<file path="config.mk">
export PLATFORM = sky130hd
export DESIGN_NAME = deser_tree_1to8
export DESIGN_NICKNAME = d
export VERILOG_FILES = /design/src/rtl/deser_pkg.sv /design/src/rtl/deser_div.sv /design/src/rtl/deser_split2.sv /design/src/rtl/deser_split4.sv /design/src/rtl/deser_tree_1to8.sv
export SDC_FILE = /design/constraint.sdc
export NUM_CORES = 1
export LEC_CHECK = 0
export BUFFER_PORTS_ARGS = -buffer_cell sky130_fd_sc_hd__buf_4
export CORE_AREA = 2 2 50 52
export DETAILED_ROUTE_END_ITERATION = 12
export DIE_AREA = 0 0 52 54
export PLACE_DENSITY_LB_ADDON = 0.12
export SYNTH_ARGS = -nofsm -noshare
export SYNTH_HDL_FRONTEND = slang
export SYNTH_SLANG_ARGS = --single-unit
</file>
<file path="constraint.sdc">
create_clock -name clk -period 1.6 [get_ports clk]
set_input_delay 0.16 -clock clk [delete_from_list [all_inputs] [get_ports clk]]
set_output_delay 0.16 -clock clk [all_outputs]
set_load 0.02 [all_outputs]
</file>
<file path="src/rtl/deser_pkg.sv">
package deser_pkg;
    // Phase of the divide-by-two stage: which branch owns the current bit.
    typedef enum logic {
        HALF_EVEN = 1'b0,
        HALF_ODD  = 1'b1
    } half_e;

    localparam int unsigned BRANCHES = 2;
endpackage

</file>
<file path="src/rtl/deser_div.sv">
module deser_div
    import deser_pkg::*;
#(
    parameter int unsigned LANES = 8
) (
    input  logic                     clk,
    input  logic                     rst,
    output half_e                    half_q,
    output logic [$clog2(LANES)-1:0] slot,
    output logic                     wclk_p,
    output logic                     wclk_n
);
    localparam int unsigned SLOT_W = $clog2(LANES);
    localparam int unsigned QTR_W  = SLOT_W - 1;
    localparam int unsigned HIGH_LAST = LANES / 2;

    half_e              half_d;
    logic [QTR_W-1:0]   quarter;

    // State register of the divide-by-two machine.
    always_ff @(posedge clk) begin
        if (rst) half_q <= HALF_EVEN;
        else     half_q <= half_d;
    end

    // Next-state logic.
    always_comb begin
        unique case (half_q)
            HALF_EVEN: half_d = HALF_ODD;
            HALF_ODD:  half_d = HALF_EVEN;
            default:   half_d = HALF_EVEN;
        endcase
    end

    // Divide-by-four stage, advanced on the HALF_ODD -> HALF_EVEN transition.
    always_ff @(posedge clk) begin
        if (rst)                   quarter <= '0;
        else if (half_q == HALF_ODD) quarter <= quarter + 1'b1;
    end

    assign slot = {quarter, half_q};

    // Word clock outputs, high for slots 1..LANES/2 of the previous edge.
    always_ff @(posedge clk) begin
        if (rst) begin
            wclk_p <= 1'b0;
            wclk_n <= 1'b1;
        end else begin
            wclk_p <=  ((slot >= SLOT_W'(1)) && (slot <= SLOT_W'(HIGH_LAST)));
            wclk_n <= ~((slot >= SLOT_W'(1)) && (slot <= SLOT_W'(HIGH_LAST)));
        end
    end

    // the half-rate phase must alternate every fast cycle.
    assert_half_toggle_R5: assert property (@(posedge clk) disable iff (rst)
        1'b1 |=> (half_q != $past(half_q)));

    // the two word-clock phases stay complementary.
    assert_wclk_complement_R5: assert property (@(posedge clk) disable iff (rst)
        wclk_n == ~wclk_p);
endmodule

</file>
<file path="src/rtl/deser_split2.sv">
module deser_split2
    import deser_pkg::*;
(
    input  logic  clk,
    input  logic  rst,
    input  logic  ser_in,
    input  half_e phase,
    output logic  even_bit,
    output logic  odd_bit
);
    // Full-rate 1:2 split: each bit is parked in the register of its phase.
    always_ff @(posedge clk) begin
        if (rst) begin
            even_bit <= 1'b0;
            odd_bit  <= 1'b0;
        end else begin
            unique case (phase)
                HALF_EVEN: even_bit <= ser_in;
                HALF_ODD:  odd_bit  <= ser_in;
                default:   even_bit <= ser_in;
            endcase
        end
    end

    // even-phase bits are captured into the even stream.
    assert_even_capture_R2: assert property (@(posedge clk) disable iff (rst)
        (phase == HALF_EVEN) |=> (even_bit == $past(ser_in)));

    // odd-phase bits are captured into the odd stream.
    assert_odd_capture_R2: assert property (@(posedge clk) disable iff (rst)
        (phase == HALF_ODD) |=> (odd_bit == $past(ser_in)));
endmodule

</file>
<file path="src/rtl/deser_split4.sv">
module deser_split4 #(
    parameter int unsigned DEPTH = 4
) (
    input  logic             clk,
    input  logic             rst,
    input  logic             shift_en,
    input  logic             bit_in,
    output logic [DEPTH-1:0] lanes
);
    // Half-rate 1:DEPTH split: newest bit enters at the top, oldest ends at lane 0.
    always_ff @(posedge clk) begin
        if (rst)           lanes <= '0;
        else if (shift_en) lanes <= {bit_in, lanes[DEPTH-1:1]};
    end

    // a disabled shifter holds its lanes.
    assert_hold_when_idle_R2: assert property (@(posedge clk) disable iff (rst)
        !shift_en |=> $stable(lanes));
endmodule

</file>
<file path="src/rtl/deser_tree_1to8.sv">
module deser_tree_1to8
    import deser_pkg::*;
#(
    parameter int unsigned LANES = 8
) (
    input  logic             clk,
    input  logic             rst,
    input  logic             ser_in,
    output logic [LANES-1:0] q_out,
    output logic             wclk_p,
    output logic             wclk_n
);
    localparam int unsigned SLOT_W     = $clog2(LANES);
    localparam int unsigned PER_BRANCH = LANES / BRANCHES;

    half_e              half_q;
    logic [SLOT_W-1:0]  slot;
    logic               even_bit;
    logic               odd_bit;
    logic [PER_BRANCH-1:0] branch_lanes [BRANCHES];
    logic [LANES-1:0]   word_d;
    logic               primed;

    deser_div #(.LANES(LANES)) u_div (
        .clk    (clk),
        .rst    (rst),
        .half_q (half_q),
        .slot   (slot),
        .wclk_p (wclk_p),
        .wclk_n (wclk_n)
    );

    deser_split2 u_split2 (
        .clk      (clk),
        .rst      (rst),
        .ser_in   (ser_in),
        .phase    (half_q),
        .even_bit (even_bit),
        .odd_bit  (odd_bit)
    );

    // Each branch shifts one cycle after its bit was parked by the 1:2 stage.
    for (genvar b = 0; b < BRANCHES; b++) begin : g_branch
        deser_split4 #(.DEPTH(PER_BRANCH)) u_split4 (
            .clk      (clk),
            .rst      (rst),
            .shift_en ((b == 0) ? (half_q == HALF_ODD) : (half_q == HALF_EVEN)),
            .bit_in   ((b == 0) ? even_bit : odd_bit),
            .lanes    (branch_lanes[b])
        );
    end

    // Interleave: even branch feeds even lanes, odd branch feeds odd lanes.
    for (genvar i = 0; i < PER_BRANCH; i++) begin : g_lane
        assign word_d[2*i]   = branch_lanes[0][i];
        assign word_d[2*i+1] = branch_lanes[1][i];
    end

    // First word is complete once the last slot has been sampled.
    always_ff @(posedge clk) begin
        if (rst)                               primed <= 1'b0;
        else if (slot == SLOT_W'(LANES - 1))  primed <= 1'b1;
    end

    // Output word register, loaded in slot 1 when the odd branch has its last bit.
    always_ff @(posedge clk) begin
        if (rst)                                  q_out <= '0;
        else if (primed && (slot == SLOT_W'(1))) q_out <= word_d;
    end

    // reset clears the output word.
    assert_reset_clear_R1: assert property (@(posedge clk)
        $past(rst) |-> (q_out == '0));

    // the word changes only together with a word-clock rise.
    assert_update_on_rise_R4: assert property (@(posedge clk) disable iff (rst)
        !$rose(wclk_p) |-> $stable(q_out));

    // nothing is presented before the first full word.
    assert_quiet_until_first_R7: assert property (@(posedge clk) disable iff (rst)
        !primed |-> (q_out == '0));
endmodule

</file>
==> run metrics, run 1 <==
post-CTS sizing 0; drt via density about 4.6; max_cap viols 0; final hold violation count 0; RSZ-0062 raised after global routing no; WS Path Type reg2reg; Fin Setup TNS 0 ps; total wire length ~1.4 mm; ratio of final minimum period to clock period about 80%; top cells by area, synth dfxtp_1, mux2i_1, nand2b_1; First DRT Iteration DRCs 14; Starting Density approximately 41%; min Tclk post-route approximately 1300 ps; clock buffer depth 2; clock-pin slew on the worst setup and hold paths 110 ps; Avg Cell Area, Syn about 10 um2; Slew @ Worst Pin approximately 290 ps; status complete, no violations; Total Power approximately 0.96 mW; global-route wire length before repair about 2.3 mm; Max stage delay cell, worst path dfxtp_1; Cells after Synth slightly above 90; synth warn 0; Area after DPL between 1000 and 1500 um2; Layout area overhead 13.0%; share of cells above drive strength 1 between 15 and 20%; fin. max-slew vios 0; TritonRoute pass-1 iters 4; num rows 18; Layout Nets between 100 and 150; critical path data arrival time 1510 ps; setup violators final 0; Setup Buffers After CTS 0; CP max stage delay approximately 500 ps; sequential element share of the synthesized area around 50%; GR Util All Layers 11.5%; most frequent cells in the layout dfxtp_1, nand2b_1, mux2i_1, buf_4, nor2_1; PD cells 883 nW/um2; Slew HR between 80% and 90%; Tightest Hold Check Type in2reg; pre-CTS setup slack approximately 330 ps; commonest non-fill, non-tap cell in the layout dfxtp_1; largest net degree at the start of global routing 33; Buf/Inv on CP 1; Synth cell types 17; DIE AREA approximately 2800 um2; Synth Register Bits 24; synthesized area between 900 and 1000 um2; Chip Width 52 um; htree depth 1; die height about 54 um; biggest area consumer among synthesized cells dfxtp_1; IO buf count 12; Setup Skew approximately 3.9 ps; Clock Latency Late Sink around 300 ps; initial antenna violation count 0; GPL Wtd Cong about 0.63; final instance area approximately 1100 um2; static leakage approximately 0.41 nW; Peak Freq about 0.78 GHz; ANT nets after route 0; hold slack about 120 ps; CTS root buffer clkbuf_4; top cell type's share of synthesized area between 50% and 60%; TritonCTS buffer count 3; Antenna Cells 0; cts hold-fix bufs 0; CTS tree done; Critical Path Fanout Max 8; CP Cell Sequence nor4bb_4 -> buf_4 -> mux2i_1; DP Wirelength roughly 950 um; I/O pin total 13; Sink Count 24; Setup crit start kind register; PnR worst setup slack 317 ps; CP Data Required Time approximately 1800 ps; Avg WL per Cell about 10 um; Critical Path Sink Type register; vias in the first global route around 540; global route overflow 0; CP top delay family flip-flops; VDD IR max approximately 0.00060 V; core area between 2000 and 2500 um2; DRC viols 0; Syn Nets between 90 and 100; routed via count between 600 and 700
[tightest hold or removal path, stage by stage]
cell      delay [ps]
buf_4            110
nand2b_1          60
a21oi_1           50
[metal layers]
| layer | track usage [%] | part of all wire [%] |
|---|---|---|
| met1 | 14.8 | 47 |
| met2 | 17.7 | 47 |
| met3 | 2.50 | 4.7 |
| met4 | 6.58 | 1.1 |
| met5 | 0 | 0 |
[kinds of logic after synthesis]
kind of cell,count (synthesis),synth area share [%]
compound gates,7,4.69
flops,24,50.1
fa+ha+maj,2,2.61
simple gates,34,20.7
mux,15,15.6
xor+xnor,1,0.913
buf+inv,9,5.34
[worst paths after layout]
path,end,startpoint,cells past startpoint,slack [ps]
min reg2reg,u_split2.even_bit,u_split2.even_bit,2,480
min,u_split2.even_bit,ser_in,3,120
max reg2reg,q_out[2],u_div.half_q,3,320
max,q_out[2],u_div.half_q,3,320
[cell usage after synthesis]
master and number:
buf_4 2, mux2i_1 15, buf_2 2, nor4bb_4 1, xnor2_1 1, a221oi_1 1
buf_6 1, a221o_1 1, inv_1 3, nand2b_1 20, ha_1 2, a31oi_1 1
a21oi_1 4, dfxtp_1 24, nand2_1 3, clkbuf_1 1, nor2_1 10
[sequential cells by signal, summed over array words and instances (netlist names)]
name                     cells
g_branch.u_split4.lanes      8
q_out                        8
u_div.quarter                2
primed                       1
u_div.half_q                 1
u_div.wclk_n                 1
u_div.wclk_p                 1
u_split2.even_bit            1
u_split2.odd_bit             1
[final cells by class]
cell class                      count  area, um2
Clock buffer                        3       22.5
Fill cell                         226       1230
Inverter                            3       11.3
Multi-Input combinational cell     59        428
Sequential cell                    24        480
Tap cell                           30       37.5
Timing Repair Buffer               14        105
[stage by stage]
step	instances	util, %
finish	133	46.8
detailed placement	130	45.8
global placement	130	45.8
floorplan	92	-
CTS	133	46.8
global route	133	46.8
[report_power, final]
part           leakage, nW  internal, mW  switching (mW)
clock network       0.0138        0.0876           0.152
logic                0.197        0.0437          0.0412
registers            0.195         0.616          0.0172
No activity file was read; power rests on OpenSTA's default activity.
==> run 2: changes to the inputs <==
- ABC_AREA: unset -> 1
- CORE_AREA: 2 2 50 52 -> 2 2 48 50
- DIE_AREA: 0 0 52 54 -> 0 0 50 52
- clock period: 1.6 -> 1.35 ns (I/O delays scaled with it)
==> run metrics, run 2 <==
status complete, no violations (unchanged); Slew @ Worst Pin 375 ps (was 286 ps); htree depth 1 (unchanged); Clk pwr share 30.6% (was 25.0%); core area 2110 um2 (was 2320 um2); Critical Path Sink Type register (unchanged); DIE AREA 2600 um2 (was 2810 um2); clock-pin slew on the worst setup and hold paths 130 ps (was 110 ps); Net Sw Power 0.287 mW (was 0.211 mW); most frequent cells in the layout dfxtp_1, inv_1, nor2_1, buf_4, nand2_1 (was dfxtp_1, nand2b_1, mux2i_1, buf_4, nor2_1); Setup Skew 0.708 ps (was 3.86 ps); Synth cell types 17 (unchanged); PD cells 1150 nW/um2 (was 883 nW/um2); HP Start ser_in (unchanged); initial antenna violation count 0 (unchanged); global route overflow 0 (unchanged); setup violators final 0 (unchanged); total wire length 1.39 mm (was 1.38 mm); Fin Setup TNS 0 ps (unchanged); Sink Count 24 (unchanged); DP Wirelength 1.04 mm (was 954 um); DRC viols 0 (unchanged); CP Data Required Time 1590 ps (was 1830 ps); biggest area consumer among synthesized cells dfxtp_1 (unchanged); Tightest Hold Check Type in2reg (unchanged); pre-CTS setup slack 263 ps (was 332 ps); min Tclk post-route between 1000 and 1500 ps; Layout area overhead 19.6% (was 13.0%); asr flop ratio synth 0% (unchanged); CP max stage delay 530 ps (was 500 ps); reg2reg path depth 4 (was 3); post-CTS sizing 0 (unchanged); Seq pwr share 60.6% (was 66.1%); Setup crit start kind input port (was register); register-to-register path setup slack 240 ps (was 320 ps); TritonRoute pass-1 iters 4 (unchanged); final hold violation count 0 (unchanged); clock buffer depth 2 (unchanged); Cells after Synth 105 (was 92); Hold EP u_split2.even_bit (unchanged); I/O pin total 13 (unchanged); Avg Cell Area, Syn 8.46 um2 (was 10.4 um2); most frequent cells after synthesis dfxtp_1, inv_1, nor2_1 (was dfxtp_1, nand2b_1, mux2i_1); Int Pwr 0.934 mW (was 0.747 mW); Syn Nets 110 (was 97); max_cap viols 0 (unchanged); top-count cell post-synth dfxtp_1 (unchanged); die height 52 um (was 54 um); Chip Width 50 um (was 52 um); Sw Share 23.5% (was 22.0%); ratio of final minimum period to clock period a little over four fifths; Antenna Cells 0 (unchanged); Clock Latency Late Sink 310 ps (was 300 ps); Slew HR 74.9% (was 80.9%); critical path data arrival time 1370 ps (was 1510 ps); VDD IR max 0.000811 V (was 0.000597 V); biggest regs g_branch.u_split4.lanes x8, q_out x8, u_div.quarter x2 (unchanged); CP Cell Sequence dlygate4sd3_1 -> buf_4 -> inv_1 -> buf_4 -> nand2_2 -> o22ai_1 (was nor4bb_4 -> buf_4 -> mux2i_1); num rows 17 (was 18); routed via count 667 (was 615); CTS root buffer clkbuf_4 (unchanged); top cell type's share of synthesized area 54.1% (was 50.1%); worst r2r dst u_div.quarter[1] (was q_out[2]); static leakage 0.460 nW (was 0.406 nW); RSZ-0062 raised after global routing no (unchanged); Gate power share 8.8% (was 8.9%); synthesized area 888 um2 (was 960 um2); commonest non-fill, non-tap cell in the layout dfxtp_1 (unchanged); GPL Wtd Cong 0.675 (was 0.627); GR Util All Layers 12.5% (was 11.5%); global-route wire length before repair 2.44 mm (was 2.34 mm); cts hold-fix bufs 1 (was 0); Synth Flop Type dfxtp_1 (unchanged); largest net degree at the start of global routing 14 (was 33); IO buf count 12 (unchanged); Synth Register Bits 24 (unchanged); TritonCTS buffer count 3 (unchanged); Critical Path Fanout Max 11 (was 8); drt via density 4.45 (was 4.62); First DRT Iteration DRCs 13 (was 14); sequential element share of the synthesized area 54.1% (was 50.1%); PnR worst setup slack 222 ps (was 317 ps); share of cells above drive strength 1 21.3% (was 17.5%); top cells by area, synth dfxtp_1, o22ai_1, inv_1 (was dfxtp_1, mux2i_1, nand2b_1); Starting Density 42.2% (was 41.4%); CTS tree done (unchanged); Hold Crit Depth 3 (unchanged); Max stage delay cell, worst path dlygate4sd3_1 (was dfxtp_1); fin. max-slew vios 0 (unchanged); Peak Freq 0.886 GHz; WS Path Type in2reg (was reg2reg); Most common cell on crit path buf_4; vias in the first global route 552 (was 544); Avg WL per Cell 9.29 um (was 10.4 um); RR Startpoint u_div.quarter[0] (was u_div.half_q); Setup Buffers After CTS 0 (unchanged); ANT nets after route 0 (unchanged); synth warn 0 (unchanged); number of synthesized flops with an enable pin 0 (unchanged); Layout Nets 128 (was 110)
-- run 2: worst max-delay path, delay by kind of cell --
family                 cells  cell delay, ps
AND/OR/NAND/NOR            1             140
buffers and inverters      4             900
AO/OA/AOI/OAI              1             180
-- run 2: cell type report --
type / count / area [um2]
fillers: 201 / 1040
repair buffers: 15 / 115
well taps: 28 / 35.0
clock buffers: 4 / 36.3
flip-flops and latches: 24 / 480
inverters: 18 / 67.6
multi-input cells: 61 / 328
-- run 2: power by group through the flow --
stage          Sequential [mW]  Combinational, mW  Clock (mW)
2_1_floorplan            0.764             0.0661           0
3_3_place_gp             0.755              0.105           0
3_5_place_dp             0.755              0.107           0
4_1_cts                  0.740              0.109       0.381
5_1_grt                  0.742              0.122       0.419
6_report                 0.739              0.107       0.374
-- run 2: metrics by stage --
step	util (%)	hold WS (ps)	power, mW	instance area [um2]	std cells
finish	50.4	85.0	1.22	1060	150
global route	50.4	101	1.28	1060	150
CTS	50.4	81.2	1.23	1060	150
detailed placement	48.2	323	0.862	1020	145
global placement	48.2	319	0.860	1020	145
floorplan	-	204	0.830	888	105
-- run 2: worst max path at each step --
stage / start / to / slack [ps] / cells after the start
2_1_floorplan: u_div.quarter[0] / u_div.quarter[1] / 330 / 4
4_1_cts: rst / g_branch[0].u_split4.lanes[0] / 220 / 6
5_1_grt: rst / g_branch[1].u_split4.lanes[2] / 150 / 6
3_5_place_dp: u_div.quarter[0] / u_div.quarter[1] / 260 / 4
6_report: rst / g_branch[0].u_split4.lanes[0] / 220 / 6
3_3_place_gp: u_div.quarter[0] / u_div.quarter[1] / 310 / 4
-- run 2: cells by family after synthesis --
logic type                 count (synthesis)  synth area share [%]
buffers and inverters                     20                  9.01
AOI/OAI and AO/OA                         13                  8.73
and+or+nand+nor                           46                  25.4
DFF                                       24                  54.1
adders and majority gates                  2                  2.82
-- run 2: layer usage --
| layer | track usage (%) | part of all wire (%) |
|---|---|---|
| met2 | 18.6 | 45 |
| met4 | 8.33 | 1.0 |
| met1 | 16.3 | 51 |
| met3 | 2.59 | 3.6 |
| met5 | 0 | 0 |
==> run 3: changes to the inputs <==
- ABC_AREA: 1 -> 0
- CORE_AREA: 2 2 48 50 -> 2 2 50 52
- DIE_AREA: 0 0 50 52 -> 0 0 52 54
- clock period: 1.35 -> 1 ns (I/O delays scaled with it)
==> run metrics, run 3 (synthesized netlist as in run 1, its figures left out) <==
Peak Freq 0.902 GHz; Sink Count 24 (unchanged); DIE AREA 2810 um2 (was 2600 um2); GR Util All Layers 12.4% (was 12.5%); post-CTS sizing 1 (was 0); initial antenna violation count 0 (unchanged); Total Power 1.66 mW (was 1.22 mW); total wire length 1.39 mm (about the same); Layout area overhead 21.3% (was 19.6%); fillers 235 (was 201); footprint of the multi-input gates 437 um2 (was 328 um2); commonest non-fill, non-tap cell in the layout dfxtp_1 (unchanged); Setup crit start kind register (was input port); Antenna Cells 0 (unchanged); largest net degree at the start of global routing 33 (was 14); CP max stage delay 380 ps (was 530 ps); die height 54 um (was 52 um); ANT nets after route 0 (unchanged); core area 2320 um2 (was 2110 um2); TritonRoute pass-1 iters 2 (was 4); fin. max-slew vios 0 (unchanged); CP Data Required Time 1240 ps (was 1590 ps); routed via count 641 (was 667); cts hold-fix bufs 0 (was 1); RR Startpoint u_div.quarter[0] (unchanged); Setup Buffers After CTS 0 (unchanged); CTS tree done (unchanged); Slew @ Worst Pin 278 ps (was 375 ps); Critical Path Sink Type register (unchanged); CTS root buffer clkbuf_4 (unchanged); min Tclk post-route roughly 1100 ps; Reg area 492 um2 (was 480 um2); Avg WL per Cell 9.91 um (was 9.29 um); critical path data arrival time 1350 ps (was 1370 ps); biggest regs g_branch.u_split4.lanes x8, q_out x8, u_div.quarter x2 (unchanged); setup violators final 10 (was 0); placed insts 136 (was 145); VDD IR max 0.000894 V (was 0.000811 V); most frequent cells in the layout dfxtp_1, nand2b_1, buf_4, mux2i_1, nor2_1 (was dfxtp_1, inv_1, nor2_1, buf_4, nand2_1); violated checks setup timing; DRC viols 0 (unchanged); reg2reg path depth 3 (was 4); htree depth 1 (unchanged); max_cap viols 0 (unchanged); worst r2r dst q_out[7] (was u_div.quarter[1]); DP Wirelength 972 um (was 1.04 mm); clock buffer depth 2 (unchanged); share of cells above drive strength 1 27.3% (was 21.3%); clock-pin slew on the worst setup and hold paths 120 ps (was 130 ps); Fin Setup TNS -886 ps (was 0 ps); Slew HR 81.4% (was 74.9%); Starting Density 41.4% (was 42.2%); GPL Wtd Cong 0.659 (was 0.675); PD cells 1430 nW/um2 (was 1150 nW/um2); Max stage delay cell, worst path dfxtp_4 (was dlygate4sd3_1); Chip Width 52 um (was 50 um); Critical Path Source u_div.quarter[0] (was rst); RSZ-0062 raised after global routing yes (was no); global route overflow 0 (unchanged); static leakage 0.446 nW (was 0.460 nW); I/O pin total 13 (unchanged); Critical Path Fanout Max 4 (was 11); First DRT Iteration DRCs 1 (was 13); WS Path Type reg2reg (was in2reg); Tightest Hold Check Type in2reg (unchanged); CP endpoint q_out[7] (was g_branch[0].u_split4.lanes[0]); final hold violation count 0 (unchanged); Util after Layout 50.2% (was 50.4%); num rows 18 (was 17); status finished with violations (was complete, no violations); Setup Skew 1.29 ps (was 0.708 ps); Layout Nets 116 (was 128); CP Cell Sequence nor4bb_4 -> buf_4 -> mux2i_1 (was dlygate4sd3_1 -> buf_4 -> inv_1 -> buf_4 -> nand2_2 -> o22ai_1); register-to-register path setup slack -110 ps (was 240 ps); Final Non-Filler Cells 140 (was 150); IO buf count 12 (unchanged); ratio of final minimum period to clock period 111%; PnR worst setup slack -109 ps (was 222 ps); Clock Latency Late Sink 300 ps (was 310 ps); TritonCTS buffer count 3 (unchanged); vias in the first global route 606 (was 552); global-route wire length before repair 2.55 mm (was 2.44 mm); drt via density 4.58 (was 4.45)
-- run 3: metrics by stage --
stage / instance area, um2 / setup slack (ps) / hold slack [ps]
detailed placement: 1120 / -91.8 / 383
CTS: 1160 / -125 / 45.7
global placement: 1120 / -73.5 / 382
floorplan: 975 / -23.3 / 248
finish: 1160 / -109 / 56.3
global route: 1160 / -227 / 64.9
-- run 3: layout make-up --
class,instances,area share [%]
multi-input cells,59,37.5
well taps,30,3.23
inverters,3,0.968
clock buffers,4,3.12
repair buffers,20,12.9
flip-flops and latches,24,42.3
-- run 3: worst min path at each step --
| stage | startpoint | endpoint | slack [ps] | cells past startpoint |
|---|---|---|---|---|
| CTS | ser_in | u_split2.odd_bit | 50 | 3 |
| detailed placement | ser_in | u_split2.odd_bit | 380 | 3 |
| floorplan | ser_in | u_split2.odd_bit | 250 | 2 |
| global placement | ser_in | u_split2.odd_bit | 380 | 3 |
| global route | ser_in | u_split2.odd_bit | 60 | 3 |
| finish | ser_in | u_split2.odd_bit | 60 | 3 |
-- run 3: where the power goes --
| group | internal (mW) | leakage, nW | switching, mW |
|---|---|---|---|
| Sequential | 0.985 | 0.197 | 0.0212 |
| Clock | 0.222 | 0.0210 | 0.261 |
| Combinational | 0.0928 | 0.228 | 0.0807 |
-- run 3: per-layer routing --
metal  wire, um  track usage (%)
met1        667             15.1
met2        657             20.5
met3         48             3.33
met4         15             5.26
met5          0                0
-- run 3: worst max-delay path, delay by kind of cell, from the launching register on --
kind,cells,cell delay [ps]
buffers and inverters,1,200
and+or+nand+nor,1,300
DFF,1,380
muxes,1,180
